**config.mk**
```make
export PLATFORM = sky130hd
export DESIGN_NAME = evt_ctr_bank
export DESIGN_NICKNAME = d
export VERILOG_FILES = /design/src/rtl/evt_ctr_pkg.sv /design/src/rtl/evt_ctr_slice.sv /design/src/rtl/evt_ctr_irq.sv /design/src/rtl/evt_ctr_bank.sv
export SDC_FILE = /design/constraint.sdc
export NUM_CORES = 1
export LEC_CHECK = 0
export ABC_CLOCK_PERIOD_IN_PS = 6800
export BUFFER_PORTS_ARGS = -buffer_cell sky130_fd_sc_hd__buf_2
export CORE_AREA = 2 2 303 155
export CTS_BUF_LIST = sky130_fd_sc_hd__clkbuf_8
export DETAILED_ROUTE_END_ITERATION = 6
export DIE_AREA = 0 0 305 157
export MAX_ROUTING_LAYER = met4
export PLACE_DENSITY = 0.61
export SETUP_SLACK_MARGIN = 0.02
export SLEW_MARGIN = 0
export SYNTH_ARGS = -nofsm -noshare
export SYNTH_HDL_FRONTEND = slang
export SYNTH_SLANG_ARGS = --single-unit
```
**constraint.sdc**
```tcl
create_clock -name clk -period 6.8 [get_ports clk]
set_input_delay 0.68 -clock clk [delete_from_list [all_inputs] [get_ports clk]]
set_output_delay 0.68 -clock clk [all_outputs]
set_load 0.02 [all_outputs]
```
**src/rtl/evt_ctr_pkg.sv**
```systemverilog
package evt_ctr_pkg;
  localparam int CTRL_EN_BIT    = 0;
  localparam int CTRL_SPLIT_LSB = 1;

  typedef enum logic [1:0] {
    SEL_CTR,
    SEL_CTRL,
    SEL_STAT,
    SEL_NONE
  } reg_sel_e;
endpackage

```
**src/rtl/evt_ctr_slice.sv**
```systemverilog
module evt_ctr_slice #(
  parameter int CNT_W = 32
) (
  input  logic             clk,
  input  logic             rst,
  input  logic             en,
  input  logic             split,
  input  logic             commit,
  input  logic             wr,
  input  logic             wr_hi,
  input  logic [CNT_W-1:0] wr_val,
  input  logic             evt_hi,
  input  logic             evt_lo,
  output logic [CNT_W-1:0] live,
  output logic             pending,
  output logic             ovf_hi,
  output logic             ovf_lo
);
  localparam int HALF_W = CNT_W / 2;

  logic [CNT_W-1:0] live_q, latch_q, live_d, latch_d, base;
  logic             pend_q, load;
  logic [HALF_W-1:0] hi_q, lo_q;

  assign hi_q = live_q[CNT_W-1:HALF_W];
  assign lo_q = live_q[HALF_W-1:0];

  always_comb begin
    load   = commit & pend_q;
    base   = pend_q ? latch_q : live_q;
    ovf_hi = !load && en && evt_hi && (split ? (&hi_q) : (&live_q));
    ovf_lo = !load && en && split && evt_lo && (&lo_q);

    live_d = live_q;
    if (load) begin
      live_d = latch_q;
    end else if (en) begin
      if (split) begin
        live_d = {hi_q + HALF_W'(evt_hi), lo_q + HALF_W'(evt_lo)};
      end else begin
        live_d = live_q + CNT_W'(evt_hi);
      end
    end

    latch_d = latch_q;
    if (wr) begin
      if (!split) begin
        latch_d = wr_val;
      end else if (wr_hi) begin
        latch_d = {wr_val[HALF_W-1:0], base[HALF_W-1:0]};
      end else begin
        latch_d = {base[CNT_W-1:HALF_W], wr_val[HALF_W-1:0]};
      end
    end
  end

  always_ff @(posedge clk) begin
    if (rst) begin
      live_q  <= '0;
      latch_q <= '0;
      pend_q  <= 1'b0;
    end else begin
      live_q  <= live_d;
      latch_q <= latch_d;
      if (wr) begin
        pend_q <= 1'b1;
      end else if (commit) begin
        pend_q <= 1'b0;
      end
    end
  end

  assign live    = live_q;
  assign pending = pend_q;
endmodule

```
**src/rtl/evt_ctr_irq.sv**
```systemverilog
module evt_ctr_irq #(
  parameter int NUM_BITS = 8
) (
  input  logic                clk,
  input  logic                rst,
  input  logic [NUM_BITS-1:0] ovf,
  input  logic                clr,
  input  logic                mask_wr,
  input  logic [NUM_BITS-1:0] mask_val,
  output logic [NUM_BITS-1:0] status,
  output logic [NUM_BITS-1:0] mask,
  output logic                irq
);
  logic [NUM_BITS-1:0] status_q, status_d, mask_q, mask_d;
  logic                irq_q;

  always_comb begin
    status_d = (clr ? '0 : status_q) | ovf;
    mask_d   = mask_wr ? mask_val : mask_q;
  end

  always_ff @(posedge clk) begin
    if (rst) begin
      status_q <= '0;
      mask_q   <= '0;
      irq_q    <= 1'b0;
    end else begin
      status_q <= status_d;
      mask_q   <= mask_d;
      irq_q    <= |(status_d & mask_d);
    end
  end

  assign status = status_q;
  assign mask   = mask_q;
  assign irq    = irq_q;
endmodule

```
**src/rtl/evt_ctr_bank.sv**
```systemverilog
module evt_ctr_bank
  import evt_ctr_pkg::*;
#(
  parameter int NUM_PHYS = 4,
  parameter int CNT_W    = 32,
  parameter int BUS_W    = 64,
  parameter int ADDR_W   = 4
) (
  input  logic                  clk,
  input  logic                  rst,
  input  logic                  req,
  input  logic                  we,
  input  logic [ADDR_W-1:0]     addr,
  input  logic [BUS_W-1:0]      wdata,
  input  logic [2*NUM_PHYS-1:0] evt,
  output logic                  rvalid,
  output logic [BUS_W-1:0]      rdata,
  output logic                  irq
);
  localparam int NUM_LOG   = 2 * NUM_PHYS;
  localparam int REG_W     = BUS_W / 2;
  localparam int HALF_W    = CNT_W / 2;
  localparam int PIDX_W    = $clog2(NUM_PHYS);
  localparam int ADDR_CTRL = NUM_LOG;
  localparam int ADDR_STAT = NUM_LOG + 1;

  logic [REG_W-1:0]                 wval, ctrl_q, rd_val;
  logic                             unused_lo;
  reg_sel_e                         sel;
  logic [PIDX_W-1:0]                pidx;
  logic                             is_hi, commit, stat_rd, mask_wr, en_q;
  logic [NUM_PHYS-1:0]              ctr_wr, split, pending;
  logic [NUM_PHYS-1:0][CNT_W-1:0]   live;
  logic [NUM_LOG-1:0]               ovf, status_q, mask_q;
  logic                             rvalid_q;
  logic [BUS_W-1:0]                 rdata_q;

  assign wval      = wdata[BUS_W-1:REG_W];
  assign unused_lo = ^wdata[REG_W-1:0];
  assign pidx      = addr[PIDX_W-1:0];
  assign is_hi     = !addr[PIDX_W];
  assign en_q      = ctrl_q[CTRL_EN_BIT];

  always_comb begin
    if (addr < ADDR_W'(NUM_LOG))        sel = SEL_CTR;
    else if (addr == ADDR_W'(ADDR_CTRL)) sel = SEL_CTRL;
    else if (addr == ADDR_W'(ADDR_STAT)) sel = SEL_STAT;
    else                                 sel = SEL_NONE;
  end

  assign commit  = req && we && (sel == SEL_CTRL) && wval[CTRL_EN_BIT];
  assign stat_rd = req && !we && (sel == SEL_STAT);
  assign mask_wr = req && we && (sel == SEL_STAT);

  always_ff @(posedge clk) begin
    if (rst) begin
      ctrl_q <= '0;
    end else if (req && we && (sel == SEL_CTRL)) begin
      ctrl_q <= wval;
    end
  end

  for (genvar p = 0; p < NUM_PHYS; p++) begin : g_slice
    assign split[p]  = ctrl_q[CTRL_SPLIT_LSB + p];
    assign ctr_wr[p] = req && we && (sel == SEL_CTR) && (pidx == PIDX_W'(p));

    evt_ctr_slice #(.CNT_W(CNT_W)) u_slice (
      .clk     (clk),
      .rst     (rst),
      .en      (en_q),
      .split   (split[p]),
      .commit  (commit),
      .wr      (ctr_wr[p]),
      .wr_hi   (is_hi),
      .wr_val  (CNT_W'(wval)),
      .evt_hi  (evt[p]),
      .evt_lo  (evt[p + NUM_PHYS]),
      .live    (live[p]),
      .pending (pending[p]),
      .ovf_hi  (ovf[p]),
      .ovf_lo  (ovf[p + NUM_PHYS])
    );
  end

  evt_ctr_irq #(.NUM_BITS(NUM_LOG)) u_irq (
    .clk      (clk),
    .rst      (rst),
    .ovf      (ovf),
    .clr      (stat_rd),
    .mask_wr  (mask_wr),
    .mask_val (wval[NUM_LOG-1:0]),
    .status   (status_q),
    .mask     (mask_q),
    .irq      (irq)
  );

  always_comb begin
    rd_val = '0;
    case (sel)
      SEL_CTR: begin
        if (split[pidx]) begin
          rd_val = is_hi ? REG_W'(live[pidx][CNT_W-1:HALF_W])
                         : REG_W'(live[pidx][HALF_W-1:0]);
        end else begin
          rd_val = REG_W'(live[pidx]);
        end
      end
      SEL_CTRL: rd_val = ctrl_q;
      SEL_STAT: rd_val = REG_W'(status_q);
      default:  rd_val = '0;
    endcase
  end

  always_ff @(posedge clk) begin
    if (rst) begin
      rvalid_q <= 1'b0;
      rdata_q  <= '0;
    end else begin
      rvalid_q <= req && !we;
      rdata_q  <= (req && !we) ? {rd_val, {REG_W{1'b0}}} : '0;
    end
  end

  assign rvalid = rvalid_q;
  assign rdata  = rdata_q;
endmodule

```
; ---- Word level (Yosys, flattened, before mapping)
; Index checks and enable logic that the tools add are counted.
[op_classes]
add_sub_neg = 12
reduce_logical = 72
eq_ne = 15
n_mux = 45
n_lt_le_gt_ge = 2
bitwise = 7
[op_table]
columns = cell, count
row1 = 32-bit two-way mux, 26
row2 = 16-bit by 1-bit adder with 16-bit output, 8
row3 = 32-bit by 1-bit adder with 32-bit output, 4
row4 = 16-bit AND reduction, 8
row5 = 32-bit AND reduction, 4
row6 = 32-bit one-hot mux with 3 select lines, 1
row7 = 32-bit binary-select mux with 2-bit select, 1
row8 = 1-bit logical AND, 35
row9 = "3-bit != test, second input constant", 8
row10 = 16-bit two-way mux, 1
row11 = 8-bit two-way mux, 2
row12 = 2-bit AND reduction, 8
row13 = 2-bit nonzero test, 8
row14 = 1-bit two-way mux, 11
row15 = 8-bit bitwise AND, 1
row16 = "4-bit == test, second input constant", 2
row17 = 8-bit bitwise OR, 1
row18 = 8-bit OR reduction, 1
row19 = "2-bit == test, second input constant", 3
row20 = 1-bit zero test, 5
row21 = 1-bit bitwise AND, 4
row22 = "2-bit by 1-bit == test with 1-bit output, second input constant", 2
row23 = 2-bit zero test, 2
row24 = "4-bit less-than comparator, second input constant", 1
row25 = other kinds (5), 6
[word_totals]
in_bits = 80
output_inout_bits = 66
elab_cells = 176
reg_bits = 374

; ---- Logic depth before layout (Yosys ltp)
; Gate-level depths: netlist of run 1.
[logic_depth]
word_depth = 16
depth_mapped = 9

; ---- By module
; From an unflattened synthesis of run 1, not the netlist that was laid out.
[hier_totals]
cells_unflattened = 2353
hier_area_um2 = 19233.4
[by_module_without_submodules]
columns = mod, cells_each, instances, area_each_um2
row1 = evt_ctr_slice at g_slice[1].u_slice, 498, 1, 3863.7
row2 = evt_ctr_slice at g_slice[3].u_slice, 495, 1, 3834.9
row3 = evt_ctr_slice at g_slice[0].u_slice, 482, 1, 3809.9
row4 = evt_ctr_slice at g_slice[2].u_slice, 462, 1, 3597.2
row5 = evt_ctr_bank, 357, 1, 3540.9
row6 = evt_ctr_irq, 59, 1, 586.8

; ---- Worst setup path after synthesis of run 1
; Ideal clock, no wire load.
[synth_timing]
path_type = in2reg
from = input port evt[0]
to = register g_slice[0].u_slice.live_q[30]
setup_ns = 0.086
t_arrival_ns = 2.365
n_path_buf = 0
cell_stages = 8
slack_ns = 4.349
t_required_ns = 6.714
cell_sequence = ha_1 > ha_1 > and3_1 > nand3_1 > o31ai_1 > nand4_1 > xor2_1 > a211oi_1
[synth_via]
elab_chain_cells = 4
[synth_rtl]
columns = element, line_no
row1 = from (decl), evt_ctr_bank.sv:15  ; input logic [2*NUM_PHYS-1:0] evt,
row2 = 32-bit by 1-bit adder with 32-bit output or 16-bit by 1-bit adder with 16-bit output (tied branches), "evt_ctr_slice.sv:41, evt_ctr_slice.sv:39"
row3 = 32-bit two-way mux *, evt_ctr_slice.sv:38  ; if (split) begin
row4 = 32-bit two-way mux *, evt_ctr_slice.sv:37  ; end else if (en) begin
row5 = 32-bit two-way mux *, evt_ctr_slice.sv:35  ; if (load) begin
row6 = to (signal assigned), evt_ctr_slice.sv:63  ; live_q <= live_d;
row7 = to (decl), evt_ctr_slice.sv:21  ; logic [CNT_W-1:0] live_q, latch_q, live_d, latch_d, base;
; Mark *: on every way between the ends. The rest lies on a longest branch, timed or not. The select of a mux whose other input is x is not followed.
; A chain may end at the register's enable or synchronous reset.

; ---- Worst setup path after layout of run 1
[layout_timing]
from = input port addr[0]
to = register u_irq.irq_q (netlist: u_irq.irq)
[layout_via]
elab_chain_cells = 16
[layout_rtl]
columns = element, line_no
row1 = from (decl), evt_ctr_bank.sv:13  ; input logic [ADDR_W-1:0] addr,
row2 = 4-bit == test, evt_ctr_bank.sv:47  ; else if (addr == ADDR_W'(ADDR_STAT)) sel = SEL_STAT;
row3 = 1-bit two-way mux, evt_ctr_bank.sv:47
row4 = 2-bit two-way mux, evt_ctr_bank.sv:46  ; else if (addr == ADDR_W'(ADDR_CTRL)) sel = SEL_CTRL;
row5 = 2-bit two-way mux *, evt_ctr_bank.sv:45  ; if (addr < ADDR_W'(NUM_LOG)) sel = SEL_CTR;
row6 = 2-bit by 1-bit == test with 1-bit output, evt_ctr_bank.sv:51  ; assign commit = req && we && (sel == SEL_CTRL) && wval[CTRL_EN_BIT];
row7 = 1-bit logical AND (2 in a row), evt_ctr_bank.sv:51
row8 = 1-bit bitwise AND, evt_ctr_slice.sv:29  ; load = commit & pend_q;
row9 = 1-bit zero test, "evt_ctr_slice.sv:31, evt_ctr_slice.sv:32"
row10 = 1-bit logical AND, "evt_ctr_slice.sv:31, evt_ctr_slice.sv:32"
row11 = 1-bit logical AND (3 in a row), evt_ctr_slice.sv:32  ; ovf_lo = !load && en && split && evt_lo && (&lo_q);
row12 = 8-bit bitwise OR, evt_ctr_irq.sv:18  ; status_d = (clr ? '0 : status_q) | ovf;
row13 = 8-bit bitwise AND *, evt_ctr_irq.sv:30  ; irq_q <= |(status_d & mask_d);
row14 = 8-bit OR reduction *, evt_ctr_irq.sv:30
row15 = to (signal assigned), evt_ctr_irq.sv:30
row16 = to (decl), evt_ctr_irq.sv:15  ; logic irq_q;
; Mark *: on every way between the ends. The rest lies on a longest branch, timed or not.

==> out/metrics.yaml, run 1 <==
path_common_cell: "buf_4"
layout_min_cycle_time_ns: 3.22
overflow: 0
placed_cell_area_sq_um: 18600
pwr-share-clk_pct: 45.8
yosys.cell_types.count: 63
p_leak_nw: 6.82
synth_compound_area_share_pct: 20.5
pwr-share-comb_pct: 5.8
critPathLaunchType: "input pin"
vias_per_cell: 6.02
final_nets: 2288
cts_resized: 0
cpMaxStageDelayCell: "nor4b_2"
hpwlAfterDp_mm: 44.5
synth_top_family_by_area: "compound AO/OA/AOI/OAI gates"
synthAdderAreaFrac_pct: 1.67
cts.path.max_buffers: 3
wl_per_cell_microns: 22.9
synth-simple-area-share_pct: 20.3
synthMuxAreaShare_pct: 9.19
ys.warnings.count: 0
clkSinkCount: 342
grt_pass1_vias: 14913
wl_met2_mm: 26.2
wl_met3_mm: 7.24
p_seq_share_pct: 48.4
path_clk_slew_ns: 0.08
hold_viol_final: 0
die_w_microns: 305
antenna_found_initial: 3
via_count: 17032
rsz0062_at_grt: "false"
period_share_pct: 47.4
ir_drop_mv: 0.116
synth_xor_area_share_pct: 5.02
power_w: 0.00419
drt-met1-wl_mm: 29.6
crit_chain: "buf_2 > buf_4 > nor4b_2 > buf_4 > and2_1 > buf_4 > and3_1 > nor4b_1 > o21bai_1 > a41oi_1"
path_class: "in -> reg"
core-area_sq_um: 44900
area_growth_syn_to_layout_pct: 10.2
ys_seq_elements: 342
whs_ns: 0.359
cap_violations: 0
cts_root_buf: "clkbuf_8"
crit_fanout: 39
synthCells: 2193
dieArea_sq_um: 47900
grt_max_degree: 122
cp.arrival_ns: 3.69
cts.repair_timing.setup_buffer_count: 0
power.internal_w: 0.00311
switchingPower_w: 0.00109
synth.yosys.seq_area_share_pct: 38.1
drive_gt1_share_pct: 12.1
max_stage_delay_ns: 0.60
grt_pass1_wl_mm: 96.9
track_usage_pct: 27.3
worstSkewPairLatency_ns: 0.64
postLayoutCellArea_sq_um: 19800
cts_tree: "built"
top_layer: "met4"
synth_area_sq_um: 18000
tightest_slew_ns: 1.15
synthArstFlopShare_pct: 0
ant_nets: 0
firstDrtPassIters: 5
cts_buffers: 53
wirelength_mm: 64.8
finalWorstSetupSlack_ns: 3.58
setup_violations: 0
outcome: "completed"
synth_top_flop_cell: "dfxtp_1"
slew-limit-headroom_pct: 23.0
postSynthAreaPerCell_sq_um: 8.19
io_pins: 146
skew_ns: 0.0275
route.detailed.drc: 0
cts-htree-levels: 2
die_y_microns: 157
cp_data_required_time_ns: 7.27
synth_edf_count: 0
ctsHoldBuffers: 0
drtIter0Drc: 2084
floorplan.initialDensity_pct: 40.0
fin_setup_tns_ns: 0
place_congestion: 0.973
rows: 55
crit_path_end_kind: "flop"
p_per_area_nw_per_um2: 212
netSwitchingFraction_pct: 25.9
portBuffers: 81
fmax_ghz: 0.310
pre_cts_ws_ns: 2.96
drv_slew: 0
hold_path_class: "in -> reg"
final timing paths:
kind,cells past startpoint,slack [ns],endpoint,start
worst max-delay path,10,3.58,u_irq.irq$_SDFF_PP0_,addr[0]
worst min-delay path,3,0.36,ctrl_q[23]$_SDFFE_PP0N_,wdata[55]
worst max register to register,8,3.73,g_slice[2].u_slice.live[22]$_SDFFE_PP0P_,g_slice[2].u_slice.live[0]$_SDFFE_PP0P_
worst min register to register,2,0.45,g_slice[1].u_slice.live[16]$_SDFFE_PP0P_,g_slice[1].u_slice.latch_q[16]$_SDFFE_PP0P_
routing by layer:
metal  global-route usage, %  up-vias
li1                        -     7824
met1                    39.6     8244
met2                    37.5      850
met3                    5.96      114
met4                    7.69        0
met5                       -        -
cells in the mapped netlist (4+ instances only):
cell type    n  area share, %
nor2_1     413            8.6
dfxtp_1    342             38
a211oi_1   229            9.6
a21oi_1    229            6.4
nand2_1    190            4.0
clkbuf_1   155            3.2
mux2i_1     82            4.6
xnor2_1     57            2.8
nand3_1     56            1.6
xor2_1      46            2.2
nand4_1     38            1.3
buf_4       32            1.3
and3_1      31            1.1
mux4_2      31            3.9
nor2b_1     27           0.94
ha_1        24            1.7
a22oi_1     21           0.88
buf_1       16           0.33
o21ai_0     16           0.45
and2_1      13           0.45
a221oi_1    10           0.49
a311oi_1     9           0.44
and4_1       9           0.44
inv_1        9           0.19
nor3_1       9           0.25
or3_1        9           0.31
o211ai_1     8           0.33
o31ai_1      8           0.33
mux2_2       7           0.44
a21o_1       4           0.17
a31o_2       4           0.19
nor4_1       4           0.14
cell families after synthesis:
group / Yosys count
adder cells (fa/ha/maj): 24
multiplexers: 122
flip-flops: 342
XOR/XNOR: 103
AO/OA/AOI/OAI: 565
buffers and inverters: 215
AND/OR/NAND/NOR: 821
other: 1
cell type report:
cell class | instances | area [sq um]
Antenna cell | 2 | 5.00
Clock buffer | 76 | 1050
Clock inverter | 24 | 135
Fill cell | 4517 | 25100
Inverter | 9 | 33.8
Multi-Input combinational cell | 1667 | 10300
Sequential cell | 342 | 6850
Tap cell | 598 | 748
Timing Repair Buffer | 111 | 641
power by group through the flow:
| stage | registers, W | logic, W | clock network (W) |
|---|---|---|---|
| floorplan | 0.00207 | 0.000159 | 0 |
| global placement | 0.00207 | 0.000236 | 0 |
| detailed placement | 0.00207 | 0.000237 | 0 |
| CTS | 0.00203 | 0.000238 | 0.00194 |
| global route | 0.00203 | 0.000260 | 0.00203 |
| finish | 0.00203 | 0.000244 | 0.00192 |
placed cells by master (no fill, tap or decap), types with 10 or more instances in the layout:
| cell | Yosys | routed |
|---|---|---|
| nand2_1 | 190 | 189 |
| nor2b_1 | 27 | 25 |
| a211oi_1 | 229 | 229 |
| o21ai_0 | 16 | 16 |
| and2_1 | 13 | 13 |
| nor2_1 | 413 | 411 |
| clkbuf_8 | 0 | 76 |
| dfxtp_1 | 342 | 337 |
| buf_2 | 3 | 80 |
| a22oi_1 | 21 | 21 |
| a221oi_1 | 10 | 10 |
| nand3_1 | 56 | 56 |
| inv_1 | 9 | 21 |
| xnor2_1 | 57 | 57 |
| mux4_2 | 31 | 31 |
| and3_1 | 31 | 31 |
| ha_1 | 24 | 24 |
| buf_4 | 32 | 30 |
| nand4_1 | 38 | 38 |
| conb_1 | 1 | 32 |
| a21oi_1 | 229 | 226 |
| mux2i_1 | 82 | 82 |
| xor2_1 | 46 | 46 |
flip-flops by register name (all words and copies together) (netlist names):
register                 cells
rvalid                       1
ctrl_q                      32
u_irq.status                 8
rdata                       32
g_slice.u_slice.latch_q    128
g_slice.u_slice.live       128
u_irq.mask                   8
g_slice.u_slice.pending      4
u_irq.irq                    1
through the flow:
stage                     std cells  util, %
after floorplan                2224        -
after global placement         2727     41.4
after detailed placement       2727     41.4
after CTS                      2827     44.1
after global routing           2829     44.1
final                          2829     44.1
worst max-delay path: cells and delay by family:
family,cells,cell delay [ns]
buffers and inverters,4,1.33
AND/OR/NAND/NOR,4,1.36
AO/OA/AOI/OAI,2,0.26
(Power assumes the default switching activity.)
==> run 2: changes to the inputs <==
Settings changed: ABC_CLOCK_PERIOD_IN_PS 6800 to 3000.
Clock period 6.8 ns to 3 ns, I/O delays scaled along.
==> out/metrics.yaml, run 2 (same netlist as run 1, synthesis figures left out) <==
firstDrtPassIters: 6  # +1
cts.repair_timing.setup_buffer_count: 0  # unchanged
wirelength_mm: 65.0  # +0.46%
tightest_slew_ns: 1.12  # -0.0377 ns
drive_gt1_share_pct: 13.1  # +1.1 points
hold_path_class: "in -> reg"
cts-htree-levels: 2  # unchanged
floorplan.initialDensity_pct: 40.0  # unchanged
cts_resized: 0  # unchanged
grt_max_degree: 162  # +33%
cts_tree: "built"
ctsHoldBuffers: 7  # +7
place_congestion: 0.964  # -0.92%
drtIter0Drc: 2075  # -0.43%
core-area_sq_um: 44900  # unchanged
overflow: 0  # unchanged
cts.path.max_buffers: 3  # unchanged
cp.arrival_ns: 3.28  # -0.41 ns
portBuffers: 81  # unchanged
ir_drop_mv: 0.261  # +120%
p_per_area_nw_per_um2: 460  # +120%
crit_path_end_kind: "flop"
regArea_sq_um: 6850  # unchanged
postLayoutCellArea_sq_um: 20100  # +1.6%
die_w_microns: 305  # unchanged
cpMaxStageDelayCell: "nor4_4"
n_fill_cell: 4476  # -0.91%
final_common_cell: "nor2_1"
worstSkewPairLatency_ns: 0.63  # about the same
final_nets: 2334  # +2.0%
placed_cell_area_sq_um: 19000  # +1.9%
setup_violations: 0  # unchanged
r2r_cells: 6  # -2
via_count: 16936  # -0.56%
track_usage_pct: 27.5  # +0.26 points
ant_nets: 0  # unchanged
hold_viol_final: 0  # unchanged
area_growth_syn_to_layout_pct: 12.0
rows: 55  # unchanged
grt_pass1_vias: 15067  # +1.0%
outcome: "completed"
crit_chain: "nand4_2 > nor4_4 > or3b_4 > a211o_1 > or3_1 > a311oi_1"
multi_input_area_sq_um: 10300  # unchanged
drv_slew: 0  # unchanged
dieArea_sq_um: 47900  # unchanged
antenna_found_initial: 2  # -1
hpwlAfterDp_mm: 45.9  # +3.1%
max_stage_delay_ns: 0.49  # -0.11 ns
wl_per_cell_microns: 22.7  # -0.87%
clkSinkCount: 342  # unchanged
crit_fanout: 8  # -79%
post-route-util_pct: 44.8  # +0.70 points
holdPathStages: 3  # unchanged
die_y_microns: 157  # unchanged
skew_ns: 0.0397  # +0.0122 ns
layout_min_cycle_time_ns: 2.76
path_clk_slew_ns: 0.07  # about the same
critPathLaunchType: "flop"
period_share_pct: 91.9
route.detailed.drc: 0  # unchanged
grt_pass1_wl_mm: 97.6  # +0.70%
worstReg2RegEnd: "g_slice[1].u_slice.live[21]$_SDFFE_PP0P_"
min_to: "ctrl_q[24]$_SDFFE_PP0N_"
cts_root_buf: "clkbuf_8"
fin_setup_tns_ns: 0  # unchanged
rsz0062_at_grt: "false"
io_pins: 146  # unchanged
cts_buffers: 52  # -1.9%
cap_violations: 0  # unchanged
layout_common_cells: "nor2_1, dfxtp_1, a211oi_1"
r2r-start: "g_slice[1].u_slice.live[8]$_SDFFE_PP0P_"
path_class: "reg -> reg"
cp_data_required_time_ns: 3.52  # -3.75 ns
fmax_ghz: 0.363
r2r_slack_ns: 0.24  # -3.49 ns
vias_per_cell: 5.91  # -1.9%
slew-limit-headroom_pct: 25.3  # +2.3 points
p_leak_nw: 7.03  # +3.0%
min_from: "wdata[56]"
run 2: report_power, final:
part | switching (W) | leakage [nW] | total (W) | internal, W
Clock | 0.00195 | 0.614 | 0.00408 | 0.00213
Sequential | 0.0000224 | 2.76 | 0.00460 | 0.00458
Combinational | 0.000426 | 3.66 | 0.000581 | 0.000155
Total | 0.00240 | 7.03 | 0.00926 | 0.00686
run 2: routing by layer:
metal	global-route usage, %	up-vias	share of wire, %
li1	-	7879	-
met5	-	-	0
met2	38.0	808	40
met3	6.33	130	11
met4	8.86	0	3.2
met1	39.3	8119	45
run 2: per-stage QoR:
step,hold slack (ns),power (W),worst slack [ns],std cells
after global placement,0.441,0.00525,0.358,2767
final,0.0346,0.00926,0.243,2867
after CTS,0.00484,0.00928,0.299,2866
after floorplan,0.425,0.00505,0.646,2224
after detailed placement,0.446,0.00526,0.316,2767
after global routing,0.0223,0.00953,0.0812,2867
run 2: worst max-delay path by stage:
| stage | from | slack (ns) | end |
|---|---|---|---|
| 6_report | g_slice[1].u_slice.live[8]$_SDFFE_PP0P_ | 0.24 | g_slice[1].u_slice.live[21]$_SDFFE_PP0P_ |
| 5_1_grt | g_slice[1].u_slice.live[10]$_SDFFE_PP0P_ | 0.08 | g_slice[1].u_slice.live[21]$_SDFFE_PP0P_ |
| 4_1_cts | g_slice[1].u_slice.live[10]$_SDFFE_PP0P_ | 0.30 | g_slice[1].u_slice.live[27]$_SDFFE_PP0P_ |
| 3_5_place_dp | g_slice[1].u_slice.live[8]$_SDFFE_PP0P_ | 0.32 | g_slice[1].u_slice.live[21]$_SDFFE_PP0P_ |
| 3_3_place_gp | g_slice[1].u_slice.live[10]$_SDFFE_PP0P_ | 0.36 | g_slice[1].u_slice.live[27]$_SDFFE_PP0P_ |
| 2_1_floorplan | g_slice[1].u_slice.live[6]$_SDFFE_PP0P_ | 0.65 | g_slice[1].u_slice.live[27]$_SDFFE_PP0P_ |
run 2: cell type report:
| cell class | count | share of cell area, % |
|---|---|---|
| clock buffer | 69 | 4.72 |
| clock inverter | 23 | 0.634 |
| inverter | 9 | 0.168 |
| multi-input combinational | 1667 | 51.4 |
| antenna | 1 | 0.0124 |
| sequential | 342 | 34.1 |
| tap | 598 | 3.72 |
| timing repair buffer | 158 | 5.27 |
run 2: critical path, delay by kind of cell (launching register included):
family          cells  cell delay [ns]
compound gates      2             0.69
flops               1             0.47
simple gates        4             1.49
